### config.mk
export PLATFORM = sky130hd
export DESIGN_NAME = fault_supervisor
export DESIGN_NICKNAME = d
export VERILOG_FILES = /design/src/rtl/fault_supervisor_pkg.sv /design/src/rtl/fs_slp_qual.sv /design/src/rtl/fs_srs_qual.sv /design/src/rtl/fs_otp_hyst.sv /design/src/rtl/fault_supervisor.sv
export SDC_FILE = /design/constraint.sdc
export NUM_CORES = 1
export LEC_CHECK = 0
export ABC_CLOCK_PERIOD_IN_PS = 1700
export BUFFER_PORTS_ARGS = -buffer_cell sky130_fd_sc_hd__clkbuf_2
export CELL_PAD_IN_SITES_DETAIL_PLACEMENT = 1
export CELL_PAD_IN_SITES_GLOBAL_PLACEMENT = 1
export CORE_UTILIZATION = 34
export CTS_CLUSTER_SIZE = 12
export DETAILED_ROUTE_END_ITERATION = 8
export PLACE_DENSITY = 0.81
export SLEW_MARGIN = 20
export SYNTH_ARGS = -nofsm -noshare
export SYNTH_HDL_FRONTEND = slang
export SYNTH_SLANG_ARGS = --single-unit
### constraint.sdc
create_clock -name clk -period 1.7 [get_ports clk]
set_clock_uncertainty 0.15 [all_clocks]
set_input_delay 0.085 -clock clk [delete_from_list [all_inputs] [get_ports clk]]
set_output_delay 0.085 -clock clk [all_outputs]
set_load 0.1 [all_outputs]
### src/rtl/fault_supervisor_pkg.sv
// Shared cause codes for the fault supervisor.
package fault_supervisor_pkg;
    typedef enum logic [2:0] {
        FC_NONE    = 3'd0,
        FC_SLP     = 3'd1,
        FC_VS_OVP  = 3'd2,
        FC_VDD_OVP = 3'd3,
        FC_SRS_CM  = 3'd4,
        FC_SRS_VM  = 3'd5,
        FC_OCP     = 3'd6,
        FC_OTP     = 3'd7
    } fault_code_e;
endpackage

### src/rtl/fs_slp_qual.sv
// Short-LED qualifier: counts consecutive low voltage-sense samples and
// registers the current-limit level select. Assumes stb is one clock wide.
module fs_slp_qual #(
    parameter int RUN_LEN = 4
) (
    input  logic clk,
    input  logic rst_n,
    input  logic stb,
    input  logic vs_low,
    input  logic blank,
    input  logic restart,
    output logic trip,
    output logic cl_low
);
    localparam int CW = $clog2(RUN_LEN + 1);
    localparam logic [CW-1:0] LAST = CW'(RUN_LEN - 1);

    logic [CW-1:0] run_cnt;

    // Consecutive-low counter, cleared by blanking, good sample or restart.
    always_ff @(posedge clk) begin
        if (!rst_n || restart) begin
            run_cnt <= '0;
        end else if (stb) begin
            if (blank || !vs_low)       run_cnt <= '0;
            else if (run_cnt != LAST + 1'b1) run_cnt <= run_cnt + 1'b1;
        end
    end

    // Current-limit level follows the latest sample.
    always_ff @(posedge clk) begin
        if (!rst_n)   cl_low <= 1'b0;
        else if (stb) cl_low <= vs_low;
    end

    // Trip on the sample that completes the run.
    assign trip = stb && !blank && vs_low && (run_cnt == LAST);

    a_r4_blank_clears: assert property (@(posedge clk) disable iff (!rst_n)
        stb && blank |=> run_cnt == '0);
    a_r3_count_bound: assert property (@(posedge clk) disable iff (!rst_n)
        run_cnt <= CW'(RUN_LEN));
    a_r2_cl_tracks: assert property (@(posedge clk) disable iff (!rst_n)
        stb |=> cl_low == $past(vs_low));
endmodule

### src/rtl/fs_srs_qual.sv
// Sense-resistor short qualifier for both control modes. Assumes a restart
// (undervoltage) re-arms the first-cycle check.
module fs_srs_qual (
    input  logic clk,
    input  logic rst_n,
    input  logic stb,
    input  logic pk_low,
    input  logic line_hi,
    input  logic vmode,
    input  logic restart,
    output logic trip_cm,
    output logic trip_vm
);
    logic first_cyc;

    // First-cycle flag: armed by reset or restart, dropped by the first strobe.
    always_ff @(posedge clk) begin
        if (!rst_n || restart) first_cyc <= 1'b1;
        else if (stb)          first_cyc <= 1'b0;
    end

    assign trip_cm = stb && !vmode && first_cyc && pk_low;
    assign trip_vm = stb && vmode && line_hi && pk_low;

    a_r6_first_drops: assert property (@(posedge clk) disable iff (!rst_n)
        stb && !restart |=> !first_cyc);
    a_r6_rearm: assert property (@(posedge clk) disable iff (!rst_n)
        restart |=> first_cyc);
endmodule

### src/rtl/fs_otp_hyst.sv
// Over-temperature state with hysteresis given as two comparator flags.
module fs_otp_hyst (
    input  logic clk,
    input  logic rst_n,
    input  logic hot,
    input  logic cool,
    output logic otp_on
);
    // Set on hot, clear on cool, hot has precedence.
    always_ff @(posedge clk) begin
        if (!rst_n)    otp_on <= 1'b0;
        else if (hot)  otp_on <= 1'b1;
        else if (cool) otp_on <= 1'b0;
    end

    a_r10_hot_sets: assert property (@(posedge clk) disable iff (!rst_n)
        hot |=> otp_on);
    a_r10_hold: assert property (@(posedge clk) disable iff (!rst_n)
        !hot && !cool |=> $stable(otp_on));
endmodule

### src/rtl/fault_supervisor.sv
// Fault supervisor top: qualifies comparator flags, latches the first cause
// by priority, and inhibits the gate until an undervoltage restart.
// Assumes all flags are synchronous to clk.
module fault_supervisor
    import fault_supervisor_pkg::*;
#(
    parameter int SLP_RUN = 4
) (
    input  logic       clk,
    input  logic       rst_n,
    input  logic       smp_stb,
    input  logic       vs_below_lo,
    input  logic       vs_ovp,
    input  logic       vdd_ovp,
    input  logic       cs_pk_low,
    input  logic       cs_ocp,
    input  logic       line_hi,
    input  logic       vmode,
    input  logic       slp_blank,
    input  logic       temp_hot,
    input  logic       temp_cool,
    input  logic       vdd_uvlo,
    output logic       gate_inh,
    output logic       cl_low_sel,
    output logic [2:0] fault_code
);
    logic        slp_trip, srs_cm_trip, srs_vm_trip, otp_on;
    logic        latched;
    fault_code_e held_code, new_code;

    fs_slp_qual #(.RUN_LEN(SLP_RUN)) u_slp (
        .clk(clk), .rst_n(rst_n), .stb(smp_stb), .vs_low(vs_below_lo),
        .blank(slp_blank), .restart(vdd_uvlo), .trip(slp_trip), .cl_low(cl_low_sel)
    );

    fs_srs_qual u_srs (
        .clk(clk), .rst_n(rst_n), .stb(smp_stb), .pk_low(cs_pk_low),
        .line_hi(line_hi), .vmode(vmode), .restart(vdd_uvlo),
        .trip_cm(srs_cm_trip), .trip_vm(srs_vm_trip)
    );

    fs_otp_hyst u_otp (
        .clk(clk), .rst_n(rst_n), .hot(temp_hot), .cool(temp_cool), .otp_on(otp_on)
    );

    // Priority encode of this clock's trips.
    always_comb begin
        if (cs_ocp)                 new_code = FC_OCP;
        else if (vdd_ovp)           new_code = FC_VDD_OVP;
        else if (smp_stb && vs_ovp) new_code = FC_VS_OVP;
        else if (srs_cm_trip)       new_code = FC_SRS_CM;
        else if (srs_vm_trip)       new_code = FC_SRS_VM;
        else if (slp_trip)          new_code = FC_SLP;
        else                        new_code = FC_NONE;
    end

    // Fault latch: first cause kept until undervoltage restart.
    always_ff @(posedge clk) begin
        if (!rst_n || vdd_uvlo) begin
            latched   <= 1'b0;
            held_code <= FC_NONE;
        end else if (!latched && new_code != FC_NONE) begin
            latched   <= 1'b1;
            held_code <= new_code;
        end
    end

    assign gate_inh   = latched || otp_on;
    assign fault_code = latched ? held_code : (otp_on ? FC_OTP : FC_NONE);

    a_r9_latch_holds: assert property (@(posedge clk) disable iff (!rst_n)
        latched && !vdd_uvlo |=> latched && $stable(fault_code));
    a_r9_uvlo_clears: assert property (@(posedge clk) disable iff (!rst_n)
        vdd_uvlo |=> !latched);
    a_r8_ocp_inhibits: assert property (@(posedge clk) disable iff (!rst_n)
        cs_ocp && !vdd_uvlo |=> gate_inh);
    a_r5_vdd_ovp_inhibits: assert property (@(posedge clk) disable iff (!rst_n)
        vdd_ovp && !vdd_uvlo |=> gate_inh);
endmodule

==> flow_summary.ini, run 1 <==
[global_routing]
grt_pass1_wl_mm = 2.435
overflow = 0
grt_pass1_vias = 579
grt_max_degree = 10
antenna_found_initial = 0
track_usage_pct = 17.65

[pwr]
p_leak_nw = 0.3755
pwr_density_cell_nw_per_um2 = 768.7
peakVddDrop_uv = 446.4

[timing]
rsz0062_at_grt = true
hold_viol_final = 0
layout_setup_ws_ns = -0.03253
max-slew-margin-rel_pct = 64.21
post-route-period-util_pct = 101.9
tightestPinTransition_ns = 0.5392
setup_viol = 1
fmax_ghz = 0.5772
slew_violations = 0
period_needed_ns = 1.733

[clocking]
h-tree-depth = 1
cts_buffer_depth = 2
clk_latency_ns = 0.27
clockRootBuffer = clkbuf_4
post-cts-setup-buffers = 0
cts_buffers = 3
cts_tree = done
clkTransAtPathRegs_ns = 0.07
clock_sinks = 10

[yosys]
avgSynthCellArea_sq_um = 8.519
synth_cell_types = 29
synth_top_area_share_pct = 34.56
synthTopCellsByArea = dfxtp_1, nand2_1, ha_1, mux2i_1, inv_1
yosysMostFrequentCell = nand2_1
synth_top_area_cell = dfxtp_1
ys.flop_type = dfxtp_1
syn_inst = 68
ys_seq_elements = 10
synthTopCellsByCount = nand2_1, dfxtp_1, inv_1, nor2_1
synth-seq-area-share_pct = 34.56
synth_nets = 85
synth-edff-count = 0
netlist_area_sq_um = 579.3
yosys_warnings = 0
synthArstFlopShare_pct = 0

[setup_path]
setup.worst_path.start = u_slp.run_cnt[1]$_SDFFE_PP0P_
worstReg2RegStart = u_slp.run_cnt[1]$_SDFFE_PP0P_
rr_endpoint = held_code[2]$_SDFFE_PP0P_
startpoint_type = flip-flop
end_kind = flip-flop
crit_top_cell = ha_4
arrival_ns = 1.75
path_buf_inv = 0
required_ns = 1.71
crit_chain = ha_4 > ha_4 > and3b_2 > o2111ai_4 > a21oi_2 > o221a_1
cp_slowest_cell = dfxtp_4
cp_top_family = compound AO/OA/AOI/OAI gates
critPathMaxFanout = 4
worstRegToRegCells = 6
cp_slowest_stage_delay_ns = 0.36
crit_type = reg2reg
ff2ff_setup_slack_ns = -0.03

[drt]
drt_iter0_drc = 4
via_per_inst = 5.431
dr.pass1.iters = 4
wire_per_inst_um = 14.66
drc_errors = 0
drtAntennaViolNets = 0
routed-via-count = 592
wirelength_mm = 1.598

[floorplan]
start_util_pct = 37.58
num_rows = 14
die_width_um = 43.28
chipHeight_um = 43.28
core_area_sq_um = 1541
ioPinCount = 19
die-area_sq_um = 1873

[placed_design]
placed_cells = 100
gp_congestion = 0.7324
port_buffers = 18
place_area_sq_um = 675.6

[layout]
drive_gt1_share_pct = 38.71
areaGrowthSynthToFinish_pct = 42.33
stdcell_area_sq_um = 824.5
antenna_cells = 0
fin_cells = 109
nets = 111

[run_status]
violations = negative setup slack
status = complete, but fails checks

[hold_path]
hp-start = vdd_ovp
holdPathStages = 3
hp-class = in2reg
whs_endpoint = held_code[0]$_SDFFE_PP0P_

[flow_run]
timing.max_cap.violations = 0
==> how the worst max path moves through the flow <==
stage	endpoint	slack, ns	depth (start not counted)
2_1_floorplan	held_code[2]$_SDFFE_PP0P_	0.11	6
3_3_place_gp	held_code[2]$_SDFFE_PP0P_	0.08	6
3_5_place_dp	held_code[2]$_SDFFE_PP0P_	0.007	6
4_1_cts	held_code[2]$_SDFFE_PP0P_	0.001	6
5_1_grt	held_code[2]$_SDFFE_PP0P_	-0.1	6
6_report	held_code[2]$_SDFFE_PP0P_	-0.03	6
==> report_power, final <==
| part | internal [mW] | total (mW) | switching (mW) | leakage (nW) |
|---|---|---|---|---|
| clock network | 0.130 | 0.216 | 0.0861 | 0.0210 |
| registers | 0.243 | 0.252 | 0.00907 | 0.0833 |
| logic | 0.0501 | 0.166 | 0.116 | 0.271 |
| total | 0.423 | 0.634 | 0.211 | 0.376 |
==> layout by cell type (no fill, tap or decap), types with 2 or more instances in the layout <==
| cell type | count |
|---|---|
| clkbuf_2 | 15 |
| dfxtp_1 | 8 |
| nor2b_1 | 3 |
| buf_2 | 2 |
| nand2_1 | 11 |
| o21ai_0 | 2 |
| ha_4 | 2 |
| mux2i_1 | 3 |
| dlygate4sd3_1 | 5 |
| nor2_1 | 5 |
| nand3b_1 | 3 |
| inv_1 | 6 |
| clkbuf_4 | 3 |
| a21oi_1 | 2 |
==> routing by layer <==
layer	wire, um	up-vias	share of wire (%)	track usage [%]
met5	0	-	0	0
li1	-	286	-	-
met3	80	2	5.0	4.681
met4	13	0	0.81	7.879
met2	793	23	50	28.06
met1	710	281	44	22.08
==> state kept, by name (all words and copies together), names as in the netlist <==
name / count
held_code: 3
u_slp.run_cnt: 3
latched: 1
u_otp.otp_on: 1
u_slp.cl_low: 1
u_srs.first_cyc: 1
==> stage by stage <==
stage	total power, mW	hold slack, ns	setup TNS, ns	util [%]	worst slack, ns
2_1_floorplan	0.3706	0.04875	0	-	0.1066
3_3_place_gp	0.4051	0.1460	0	43.83	0.07537
3_5_place_dp	0.4079	0.1487	0	43.83	0.006689
4_1_cts	0.6323	0.007176	0	50.24	0.001493
5_1_grt	0.6609	0.02708	-0.1670	53.49	-0.09878
6_report	0.6338	0.02306	-0.03253	53.49	-0.03253
==> final cells by class <==
type	instances	area, sq um
inverter	6	22.52
multi-input combinational	50	397.9
tap	16	20.02
timing repair buffer	23	142.6
sequential	10	205.2
fill	191	716.9
clock buffer	4	36.28
==> cells by family (layout without fill, tap and decap cells) <==
group,after synthesis,after routing,synth area share (%)
AOI/OAI and AO/OA,16,16,22.90
muxes,3,3,5.184
and+or+nand+nor,28,28,24.19
DFF,10,10,34.56
adders and majority gates,3,3,6.480
buffers and inverters,8,33,6.694
==> worst reg2reg max path, stage by stage, from the launching register on <==
cell and delay, ns:
dfxtp_4 0.36, ha_4 0.17, ha_4 0.15, and3b_2 0.20, o2111ai_4 0.25, a21oi_2 0.11
o221a_1 0.25
==> timing repair <==
item | 4_1_cts | 5_1_grt
gates resized for setup | 4 | 10
setup endpoints to repair | 1 | 5
hold endpoints to repair | 4 | 0
hold buffers | 5 | 0
pin swaps | 2 | 5
Power figures use the tool's default switching activity.
==> run 2, diff against run 1 <==
==> constraint.sdc (replaced) <==
create_clock -name clk -period 1.7 [get_ports clk]
set_clock_uncertainty 0.15 [all_clocks]
set_input_delay 0.17 -clock clk [delete_from_list [all_inputs] [get_ports clk]]
set_output_delay 0.17 -clock clk [all_outputs]
set_load 0.1 [all_outputs]
==> flow_summary.ini, run 2 (same netlist as run 1, synthesis figures left out) <==
[run_status]
status = complete, but fails checks
violations = negative setup slack

[placed_design]
gp_congestion = 0.7160
dp_hpwl_mm = 1.103
port_buffers = 18
dp_slack_ns = -0.01548
place_area_sq_um = 708.2

[setup_path]
arrival_ns = 1.71
crit_top_cell = ha_4
cp_slowest_stage_delay_ns = 0.36
cp_top_family = compound AO/OA/AOI/OAI gates
critPathMaxFanout = 4
cp_slowest_cell = dfxtp_4
path_buf_inv = 0
end_kind = flip-flop
worstRegToRegCells = 6
crit_type = reg2reg
crit_chain = ha_4 > ha_4 > and3b_2 > o2111ai_4 > a21oi_2 > o221a_1
startpoint_type = flip-flop
cp.depth = 6
required_ns = 1.70

[pwr]
pwr_density_cell_nw_per_um2 = 756.4
p_leak_nw = 0.3788
peakVddDrop_uv = 489.7

[layout]
layout_commonest_cell = clkbuf_2
stdcell_area_sq_um = 844.6
fillers = 196
areaGrowthSynthToFinish_pct = 45.79
top_regs = held_code (3), u_slp.run_cnt (3)
regArea_sq_um = 205.2
nets = 110
drive_gt1_share_pct = 40.22
multiInputGateArea_sq_um = 397.9
layout_common_cells = clkbuf_2, nand2_1, dfxtp_1, inv_1, nor2_1
antenna_cells = 0

[flow_run]
timing.max_cap.violations = 0

[clocking]
clock_sinks = 10
h-tree-depth = 1
clk_latency_ns = 0.26
cts_buffers = 3
cts_buffer_depth = 2
clkTransAtPathRegs_ns = 0.07
clockRootBuffer = clkbuf_4
cts_tree = done

[drt]
drc_errors = 0
wire_per_inst_um = 14.81
dr.pass1.iters = 4
via_per_inst = 5.315
drtAntennaViolNets = 0
wirelength_mm = 1.600
drt_iter0_drc = 5
routed-via-count = 574

[timing]
period_needed_ns = 1.709
layout_setup_ws_ns = -0.008958
slew_violations = 0
max-slew-margin-rel_pct = 64.29
rsz0062_at_grt = true
post-route-period-util_pct = 100.5
setup_viol = 1
tightestPinTransition_ns = 0.5379
hold_viol_final = 0
fmax_ghz = 0.5852

[floorplan]
chipHeight_um = 43.28
die-area_sq_um = 1873
die_width_um = 43.28
core_area_sq_um = 1541
num_rows = 14
start_util_pct = 37.58
ioPinCount = 19

[global_routing]
grt_pass1_vias = 601
track_usage_pct = 18.77
antenna_found_initial = 0
grt_max_degree = 10
grt_pass1_wl_mm = 2.539
overflow = 0

[hold_path]
holdPathStages = 2
hp-class = in2reg
==> run 2: cell types whose count changed in the layout (fill, tap and decap cells not counted), sizes merged <==
| cell | previous run | this run |
|---|---|---|
| buf | 3 | 5 |
| clkbuf | 19 | 18 |
| dlygate4sd3 | 5 | 3 |
==> run 2: cell type report <==
cell class / instances / share of cell area (%)
repair buffers: 22 / 19.26
well taps: 16 / 2.370
clock buffers: 4 / 4.296
multi-input cells: 50 / 47.11
inverters: 6 / 2.667
flip-flops and latches: 10 / 24.30
==> run 2: routing by layer <==
metal | GRT usage, % | vias to the layer above | wire, um
met4 | 9.091 | 0 | 19
met5 | 0 | - | 0
li1 | - | 287 | -
met3 | 3.830 | 2 | 46
met2 | 33.13 | 10 | 793
met1 | 20.98 | 275 | 740
==> run 2: path summary, 6_finish.rpt <==
check	startpoint	end	slack [ns]
setup reg to reg	u_slp.run_cnt[1]$_SDFFE_PP0P_	held_code[2]$_SDFFE_PP0P_	-0.009
setup / recovery	u_slp.run_cnt[1]$_SDFFE_PP0P_	held_code[2]$_SDFFE_PP0P_	-0.009
hold reg to reg	u_srs.first_cyc$_SDFFE_PP1P_	u_srs.first_cyc$_SDFFE_PP1P_	0.36
hold / removal	rst_n	u_slp.cl_low$_SDFFE_PN0P_	0.03
==> run 2: power breakdown <==
group	switching (mW)	internal, mW
Sequential	0.00915	0.243
Combinational	0.117	0.0609
Clock	0.0791	0.130
Total	0.206	0.433
==> run 2: stage by stage <==
| step | TNS (ns) | hold WS [ns] | utilization, % | cells | total power [mW] |
|---|---|---|---|---|---|
| floorplan | 0 | 0.1338 | - | 68 | 0.3706 |
| global placement | 0 | 0.2297 | 45.94 | 100 | 0.4212 |
| detailed placement | -0.01548 | 0.2367 | 45.94 | 100 | 0.4237 |
| CTS | -0.01762 | 0.01046 | 52.44 | 108 | 0.6500 |
| global route | -0.06764 | 0.04130 | 54.79 | 108 | 0.6696 |
| finish | -0.008958 | 0.03052 | 54.79 | 108 | 0.6388 |
==> run 2: what timing repair did <==
action	in CTS	in global routing
setup buffers	1	0
pin swaps	0	1
hold buffers	3	0
setup endpoints to repair	2	3
endpoints found under the hold margin	2	0
resized for setup	3	9
==> run 3, diff against run 2 <==
Settings changed: SKIP_CTS_REPAIR_TIMING from default to 1.
==> flow_summary.ini, run 3 (same netlist as run 1, synthesis figures left out) <==
[pwr]
p_leak_nw = 0.3693
combPwrFrac_pct = 27.3
p_int_uw = 430.1
pwr_density_cell_nw_per_um2 = 773.6
switching_share_pct = 32.57
power.total_uw = 637.8
switchingPower_uw = 207.7
peakVddDrop_uv = 434.2
p_clk_share_pct = 33.3
pwr-share-seq_pct = 39.4

[run_status]
violations = negative hold slack, negative setup slack
status = complete, but fails checks

[drt]
drc_errors = 0
via_per_inst = 5.321
wirelength_mm = 1.521
wire_per_inst_um = 14.35
routed-via-count = 564
drtAntennaViolNets = 0
dr.pass1.iters = 2
drt_iter0_drc = 2

[hold_path]
holdPathStages = 3
hp-start = vdd_uvlo
hp-class = in2reg

[clocking]
clkTransAtPathRegs_ns = 0.07
h-tree-depth = 1
clockRootBuffer = clkbuf_4
clk_latency_ns = 0.27
cts_buffers = 3
clock_sinks = 10
cts_tree = done
cts_buffer_depth = 2

[timing]
hold_ws_ns = -0.03111
slew_violations = 0
hold_viol_final = 1
max-slew-margin-rel_pct = 64.32
setup_viol = 1
layout_setup_ws_ns = -0.01407
post-route-period-util_pct = 100.8
tightestPinTransition_ns = 0.5375
fmax_ghz = 0.5834
rsz0062_at_grt = true
finalSetupTns_ns = -0.01407
period_needed_ns = 1.714

[setup_path]
worstRegToRegCells = 6
startpoint_type = flip-flop
setup.worst_path.start = u_slp.run_cnt[1]$_SDFFE_PP0P_
crit_end = held_code[2]$_SDFFE_PP0P_
required_ns = 1.71
arrival_ns = 1.72
end_kind = flip-flop
critPathMaxFanout = 4
crit_type = reg2reg
rr_endpoint = held_code[2]$_SDFFE_PP0P_
ff2ff_setup_slack_ns = -0.01
worstReg2RegStart = u_slp.run_cnt[1]$_SDFFE_PP0P_

[global_routing]
grt_pass1_vias = 568
grt_pass1_wl_mm = 2.339
grt_max_degree = 10
antenna_found_initial = 0
track_usage_pct = 17.29
overflow = 0

[layout]
antenna_cells = 0
layout_commonest_cell = clkbuf_2
areaGrowthSynthToFinish_pct = 42.33
fillers = 192
layout_common_cells = clkbuf_2, nand2_1, dfxtp_1, inv_1, nor2_1
drive_gt1_share_pct = 41.11
top_regs = held_code (3), u_slp.run_cnt (3)
nets = 108

[floorplan]
start_util_pct = 37.58
num_rows = 14
chipHeight_um = 43.28
die_width_um = 43.28
core_area_sq_um = 1541
die-area_sq_um = 1873
ioPinCount = 19

[placed_design]
dp_slack_ns = -0.01548
gp_congestion = 0.7160
port_buffers = 18
dp_hpwl_mm = 1.103

[flow_run]
timing.max_cap.violations = 0
run 3: cell count changes in the layout (fill, tap and decap cells not counted), sizes merged:
cell         before  now
dlygate4sd3       3    1
run 3: worst min-delay path by stage:
stage / end
final: u_srs.first_cyc$_SDFFE_PP1P_
after floorplan: u_srs.first_cyc$_SDFFE_PP1P_
after global placement: u_otp.otp_on$_SDFFE_PN0P_
after detailed placement: u_otp.otp_on$_SDFFE_PN0P_
after global routing: u_srs.first_cyc$_SDFFE_PP1P_
after CTS: u_otp.otp_on$_SDFFE_PN0P_
run 3: through the flow:
step	cell area, sq um	std cells	hold WS, ns	util [%]
finish	824.5	106	-0.03111	53.49
global route	824.5	106	0.01326	53.49
CTS	744.5	104	-0.03877	48.30
detailed placement	708.2	100	0.2367	45.94
global placement	708.2	100	0.2297	45.94
floorplan	579.3	68	0.1338	-
run 3: layer usage:
layer / GRT usage, % / routed length, um / vias up
met5: 0 / 0 / -
met4: 11.52 / 19 / 0
met3: 4.681 / 60 / 2
met2: 26.27 / 741 / 12
met1: 20.98 / 699 / 268
li1: - / - / 282
run 3: worst max-delay path, cell delays in order (launching register included):
cell and delay [ns]:
dfxtp_4 0.36, ha_4 0.16, ha_4 0.14, and3b_2 0.20, o2111ai_4 0.24, a21oi_2 0.10, o221a_1 0.25
run 3: power groups by stage:
stage          combinational [mW]  clock [mW]  sequential (mW)
5_1_grt                     0.184       0.228            0.253
3_5_place_dp                0.166           0            0.258
3_3_place_gp                0.164           0            0.257
4_1_cts                     0.167       0.221            0.252
6_report                    0.174       0.212            0.252
2_1_floorplan               0.107           0            0.263
run 3: layout make-up:
class                   instances  area [sq um]  share of cell area [%]
inverters                       6         22.52                   2.731
repair buffers                 20         142.6                   17.30
multi-input cells              50         397.9                   48.25
well taps                      16         20.02                   2.428
flip-flops and latches         10         205.2                   24.89
clock buffers                   4         36.28                   4.401
